--- src/rtl/serr_pkg.sv ---
package serr_pkg;
  localparam int ERR_N = 4;
  localparam int ERR_RX = 0;
  localparam int ERR_PH = 1;
  localparam int ERR_TX = 2;
  localparam int ERR_BD = 3;
  localparam logic [ERR_N-1:0] SLAVE_ONLY = (1 << ERR_TX) | (1 << ERR_BD);

  typedef struct packed {
    logic [ERR_N-1:0] setFlags;
    logic             loadBuf;
    logic             markRead;
  } serr_strobe_t;
endpackage

--- src/rtl/serr_control.sv ---
module serr_control
  import serr_pkg::*;
(
  input  logic             clk,
  input  logic             rst,
  input  logic             slaveMode,
  input  logic [ERR_N-1:0] errEnable,
  input  logic             evPhase,
  input  logic             evTx,
  input  logic             evBaud,
  input  logic             frameDone,
  input  logic             bufRead,
  input  logic             clrIrq,
  input  logic             unread,
  output serr_strobe_t     strobe,
  output logic             errIrq
);
  logic [ERR_N-1:0] rawEvents;
  logic [ERR_N-1:0] modeMask;
  logic [ERR_N-1:0] setVec;
  logic             overrun;
  logic             irqQ;

  always_comb begin
    overrun            = frameDone & unread & ~bufRead;
    rawEvents          = '0;
    rawEvents[ERR_RX]  = overrun;
    rawEvents[ERR_PH]  = evPhase;
    rawEvents[ERR_TX]  = evTx;
    rawEvents[ERR_BD]  = evBaud;
    modeMask           = slaveMode ? '1 : ~SLAVE_ONLY;
    setVec             = rawEvents & modeMask;
    strobe.setFlags    = setVec;
    strobe.loadBuf     = frameDone;
    strobe.markRead    = bufRead;
  end

  always_ff @(posedge clk) begin
    if (rst)                      irqQ <= 1'b0;
    else if (|(setVec & errEnable)) irqQ <= 1'b1;
    else if (clrIrq)              irqQ <= 1'b0;
  end

  assign errIrq = irqQ;

  // request holds until its clear
  p_irq_hold_r10: assert property (@(posedge clk) disable iff (rst)
    irqQ && !clrIrq |=> irqQ);
  // enabled error beats a simultaneous clear
  p_irq_set_wins_r11: assert property (@(posedge clk) disable iff (rst)
    evPhase && errEnable[ERR_PH] |=> irqQ);
endmodule

--- src/rtl/serr_datapath.sv ---
module serr_datapath
  import serr_pkg::*;
#(
  parameter int DATA_W = 16
) (
  input  logic              clk,
  input  logic              rst,
  input  serr_strobe_t      strobe,
  input  logic [DATA_W-1:0] frameData,
  input  logic [ERR_N-1:0]  clrFlags,
  output logic [ERR_N-1:0]  flags,
  output logic [DATA_W-1:0] rxBuf,
  output logic              unread
);
  logic [ERR_N-1:0]  flagQ;
  logic [DATA_W-1:0] bufQ;
  logic              unreadQ;

  for (genvar i = 0; i < ERR_N; i++) begin : g_flag
    always_ff @(posedge clk) begin
      if (rst)                     flagQ[i] <= 1'b0;
      else if (strobe.setFlags[i]) flagQ[i] <= 1'b1;
      else if (clrFlags[i])        flagQ[i] <= 1'b0;
    end
    // sticky unless cleared
    p_sticky_r7: assert property (@(posedge clk) disable iff (rst)
      flagQ[i] && !clrFlags[i] |=> flagQ[i]);
    // set wins over clear
    p_set_wins_r8: assert property (@(posedge clk) disable iff (rst)
      strobe.setFlags[i] |=> flagQ[i]);
  end

  always_ff @(posedge clk) begin
    if (rst)                 bufQ <= '0;
    else if (strobe.loadBuf) bufQ <= frameData;
  end

  always_ff @(posedge clk) begin
    if (rst)                  unreadQ <= 1'b0;
    else if (strobe.loadBuf)  unreadQ <= 1'b1;
    else if (strobe.markRead) unreadQ <= 1'b0;
  end

  assign flags  = flagQ;
  assign rxBuf  = bufQ;
  assign unread = unreadQ;

  // each frame lands in the buffer
  p_overwrite_r3: assert property (@(posedge clk) disable iff (rst)
    strobe.loadBuf |=> bufQ == $past(frameData));
  // new frame stays unread
  p_new_unread_r4: assert property (@(posedge clk) disable iff (rst)
    strobe.loadBuf |=> unreadQ);
endmodule

--- src/rtl/serr_ctrl.sv ---
module serr_ctrl
  import serr_pkg::*;
#(
  parameter int DATA_W = 16
) (
  input  logic              clk,
  input  logic              rst,
  input  logic              slaveMode,
  input  logic [3:0]        errEnable,
  input  logic              evPhase,
  input  logic              evTx,
  input  logic              evBaud,
  input  logic              frameDone,
  input  logic [DATA_W-1:0] frameData,
  input  logic              bufRead,
  input  logic [3:0]        clrFlags,
  input  logic              clrIrq,
  output logic [3:0]        flags,
  output logic              errIrq,
  output logic [DATA_W-1:0] rxBuf
);
  serr_strobe_t strobe;
  logic         unread;

  serr_control u_ctl (
    .clk(clk), .rst(rst), .slaveMode(slaveMode), .errEnable(errEnable),
    .evPhase(evPhase), .evTx(evTx), .evBaud(evBaud),
    .frameDone(frameDone), .bufRead(bufRead), .clrIrq(clrIrq),
    .unread(unread), .strobe(strobe), .errIrq(errIrq)
  );

  serr_datapath #(.DATA_W(DATA_W)) u_dp (
    .clk(clk), .rst(rst), .strobe(strobe), .frameData(frameData),
    .clrFlags(clrFlags), .flags(flags), .rxBuf(rxBuf), .unread(unread)
  );

  // overrun sets the receive flag
  p_overrun_flag_r2: assert property (@(posedge clk) disable iff (rst)
    frameDone && unread && !bufRead |=> flags[ERR_RX]);
  // merged read and frame raise no error
  p_collide_no_err_r4: assert property (@(posedge clk) disable iff (rst)
    frameDone && bufRead && !flags[ERR_RX] |=> !flags[ERR_RX]);
  // master mode ignores slave-only events
  p_master_tx_r6: assert property (@(posedge clk) disable iff (rst)
    !slaveMode && !flags[ERR_TX] |=> !flags[ERR_TX]);
  p_master_bd_r6: assert property (@(posedge clk) disable iff (rst)
    !slaveMode && !flags[ERR_BD] |=> !flags[ERR_BD]);
  // no request without an enable
  p_irq_needs_en_r9: assert property (@(posedge clk) disable iff (rst)
    !errIrq && errEnable == '0 |=> !errIrq);
endmodule

--- config.mk ---
export PLATFORM = sky130hd
export DESIGN_NAME = serr_ctrl
export DESIGN_NICKNAME = d
export VERILOG_FILES = /design/src/rtl/serr_pkg.sv /design/src/rtl/serr_control.sv /design/src/rtl/serr_datapath.sv /design/src/rtl/serr_ctrl.sv
export SDC_FILE = /design/constraint.sdc
export NUM_CORES = 1
export LEC_CHECK = 0
export BUFFER_PORTS_ARGS = -buffer_cell sky130_fd_sc_hd__buf_2
export CORE_UTILIZATION = 38
export CTS_BUF_LIST = sky130_fd_sc_hd__clkbuf_8
export DETAILED_ROUTE_END_ITERATION = 6
export PLACE_DENSITY = 0.75
export SYNTH_ARGS = -nofsm -noshare
export SYNTH_HDL_FRONTEND = slang
export SYNTH_SLANG_ARGS = --single-unit
--- constraint.sdc ---
create_clock -name clk -period 0.8 [get_ports clk]
set_input_delay 0.08 -clock clk [delete_from_list [all_inputs] [get_ports clk]]
set_output_delay 0.08 -clock clk [all_outputs]
set_load 0.02 [all_outputs]
==> summary.txt <==
Run status
  • Outcome: finished with violations
  • Violated checks: setup timing

Synthesis
  • Syn_nets: 112
  • Synth Instances: 79
  • Largest family of logic cells by synthesized area: multiplexers
  • Post-synthesis simple-gate area fraction: 0.161
  • Adder-Cell Fraction of Synth Area: 0
  • Synthesized area: 815 µm²
  • Ys Warns: 0
  • Cell taking the most area after synthesis: dfxtp_1
  • Area share of the largest cell type after synthesis: 0.541
  • XOR/XNOR share of the synthesized area: 0
  • Post-synthesis sequential area ratio: 0.541
  • Compound-Gate Fraction of Synth Area: 0.0430
  • #FFs+latches synth: 22
  • Mux cell area share after synthesis: 0.197
  • Ranking of synthesized cells by area: dfxtp_1 (54%), mux2i_1 (20%), nor2_1 (9.2%)
  • Mean area per synthesized cell: 10.3 µm²
  • Post-synth cell types: 18

Pwr
  • Switching pwr: 606 µW
  • Total power: 2.71 mW
  • Comb pwr share: 0.173
  • Clock share of power: 0.377
  • Worst ir drop on vdd: 1.24 mV
  • P_int: 2.10 mW
  • Sequential share of power: 0.450
  • Switching part of the total: 0.224
  • Leakage: 0.683 nW
  • Power Density: 1980 mW/mm²

GRT
  • Grt ovf: 0
  • Total global-route track usage: 0.166
  • Largest net degree at the start of global routing: 23
  • First-pass GRT wire length: 2590 µm
  • Antenna violations before repair: 0
  • Via count of the first global-routing pass: 628

Cells and area
  • Area grow syn2layout: 67.9%
  • Fill count: 149
  • Final #Nets: 170
  • Post-route cell area: 0.00137 mm²
  • Layout cells sized above 1: 0.632
  • # diodes: 0

Timing
  • Worst slew pin tran: 0.370 ns
  • Final Skew: 0.00101 ns
  • Slew headroom: 0.754
  • Worst setup margin: -0.00398 ns
  • Hold_ws: 0.0521 ns
  • Final critical-path required period: 0.804 ns
  • Max Clock Freq: 1.24 GHz
  • Fin. max-slew vios: 0
  • RSZ-0062 raised after global routing: yes
  • # setup viols final: 2
  • Period utilisation layout: 1.00
  • Final Hold Vio Count: 0

Route
  • Total Wirelength: 1800 µm
  • Drc violations: 0
  • WL per Instance: 11.0 µm
  • Routed Antenna Nets: 0
  • Vias per inst: 4.61
  • Initial DRC count: 9
  • 1st-pass router iterations: 4
  • Vias: 752

Die
  • Core Rows: 16
  • DIE WIDTH: 48.3 µm
  • Core area: 0.00198 mm²
  • Die H: 48.3 µm
  • Number of I/O pins: 54
  • Die area: 0.00233 mm²
  • Starting Density: 0.411

Worst setup path
  • CP bufs+invs: 1
  • Critical path class: flip-flop to output pin
  • Crit path DAT: 0.72 ns
  • CP Max Fanout: 2
  • Crit. path cell count: 1
  • CP max stage cell: dfxtp_2
  • R2R Setup Slk: 0.01 ns
  • Cells on worst reg2reg path: 3
  • Worst setup EP type: output pin
  • CP top delay family: flip-flops
  • CP max stage delay: 0.35 ns
  • Worst flop-to-flop path startpoint: u_dp.unread$_SDFFE_PP0P_
  • Worst-path cell chain: buf_6
  • Worst reg2reg path endpoint: u_dp.flags[0]$_SDFFE_PP0P_
  • Critical Path RT: 0.72 ns
  • Startpoint Class: flip-flop

Clock network
  • Num CTS Buffers: 3
  • Clock Latency Late Sink: 0.26 ns
  • Hold-fix buffers at CTS: 0
  • Clk sink count: 22
  • CTS root buffer: clkbuf_8
  • Deepest clock path buffer count: 2
  • CTS tree: built
  • Reg clk slew, reported paths: 0.08 ns
  • H-tree levels: 1

Placement
  • Area post-placement: 0.00112 mm²
  • IO buf count: 53
  • Placer congestion estimate: 0.598
  • Placement Setup Slack: -0.0252 ns

Job
  • Max-cap violations: 0

Worst hold path
  • Worst hold path depth: 3
  • HP Class: primary input to flip-flop
  • Worst hold start: frameData[10]
  • Hold-critical path endpoint: u_dp.rxBuf[10]$_SDFFE_PP0P_
-- state kept, by name, indices dropped and copies added (netlist names) --
name	flops
u_dp.flags	4
u_dp.unread	1
u_dp.rxBuf	16
u_ctl.errIrq	1
-- synthesized netlist by cell type --
master and n:
dfxtp_1 22, nor2_1 20, mux2i_1 16, a21oi_1 4, inv_1 2, nand2_1 2
nand2b_1 2, a221oi_1 1, a31oi_1 1, and2b_2 1, and3_1 1, buf_12 1
buf_2 1, buf_6 1, clkbuf_1 1, nand3_1 1, nand3_2 1, nor2b_1 1
-- worst reg2reg max path: stages (launching register included) --
cell and delay [ns]:
dfxtp_1 0.30, and2b_2 0.21, a21oi_2 0.12, nor2_1 0.05
-- cell families (layout without fill, tap and decap cells) --
logic type | Yosys count | after routing
simple gates | 29 | 29
flops | 22 | 22
mux | 16 | 16
compound gates | 6 | 6
buf+inv | 6 | 63
-- area by class of cell --
class	count	area, µm²	area share
Clock inverter	1	30.0	0.0220
Sequential cell	22	467	0.341
Multi-Input combinational cell	51	337	0.246
Timing Repair Buffer	57	452	0.330
Inverter	2	7.51	0.00549
Clock buffer	3	41.3	0.0302
Tap cell	27	33.8	0.0247
-- per-layer routing --
layer | share of wire | routed length (µm) | vias up | track usage
met5 | 0 | 0 | - | 0
met4 | 0 | 0 | 0 | 0.0500
met3 | 0.071 | 127 | 0 | 0.0444
met2 | 0.49 | 878 | 50 | 0.293
met1 | 0.44 | 795 | 328 | 0.193
li1 | - | - | 374 | -
-- how the worst max path moves through the flow --
| stage | start | end | slack [ns] |
|---|---|---|---|
| 3_5_place_dp | u_dp.unread$_SDFFE_PP0P_ | u_dp.flags[0]$_SDFFE_PP0P_ | -0.03 |
| 3_3_place_gp | evTx | u_ctl.errIrq$_SDFFE_PP0P_ | 0.005 |
| 5_1_grt | u_dp.unread$_SDFFE_PP0P_ | u_dp.flags[0]$_SDFFE_PP0P_ | -0.07 |
| 6_report | u_dp.rxBuf[7]$_SDFFE_PP0P_ | rxBuf[7] | -0.004 |
| 4_1_cts | u_dp.unread$_SDFFE_PP0P_ | u_dp.flags[0]$_SDFFE_PP0P_ | -0.007 |
| 2_1_floorplan | u_ctl.errIrq$_SDFFE_PP0P_ | u_ctl.errIrq$_SDFFE_PP0P_ | 0.009 |
-- placed cells by master, fill, tap and decap left out, types with 2 or more instances in the layout --
cell | netlist | layout
inv_1 | 2 | 2
mux2i_1 | 16 | 16
clkbuf_8 | 0 | 3
nand2_1 | 2 | 2
buf_2 | 1 | 32
buf_4 | 0 | 2
buf_6 | 1 | 21
buf_12 | 1 | 2
nand2b_1 | 2 | 2
a21oi_1 | 4 | 3
dfxtp_2 | 0 | 21
nor2_1 | 20 | 20
-- metrics by stage --
stage | util | setup TNS, ns | cells
floorplan | - | 0 | 79
global placement | 0.566 | 0 | 158
detailed placement | 0.566 | -0.0288 | 158
CTS | 0.683 | -0.0151 | 162
global route | 0.690 | -0.601 | 163
finish | 0.690 | -0.00596 | 163
-- power groups by stage --
stage	sequential, mW	clock [mW]	combinational [mW]
after floorplan	1.29	0	0.142
after global placement	1.21	0	0.380
after detailed placement	1.21	0	0.389
after CTS	1.22	1.04	0.462
after global routing	1.23	1.09	0.507
final	1.22	1.02	0.468
-- timing repair --
item	4_1_cts	5_1_grt
endpoints found under the setup margin	22	24
hold endpoints to repair	0	0
gates resized for setup	63	1
setup buffers	0	1
pin swaps	1	3
Note: power is estimated with default switching activity, not from simulation.
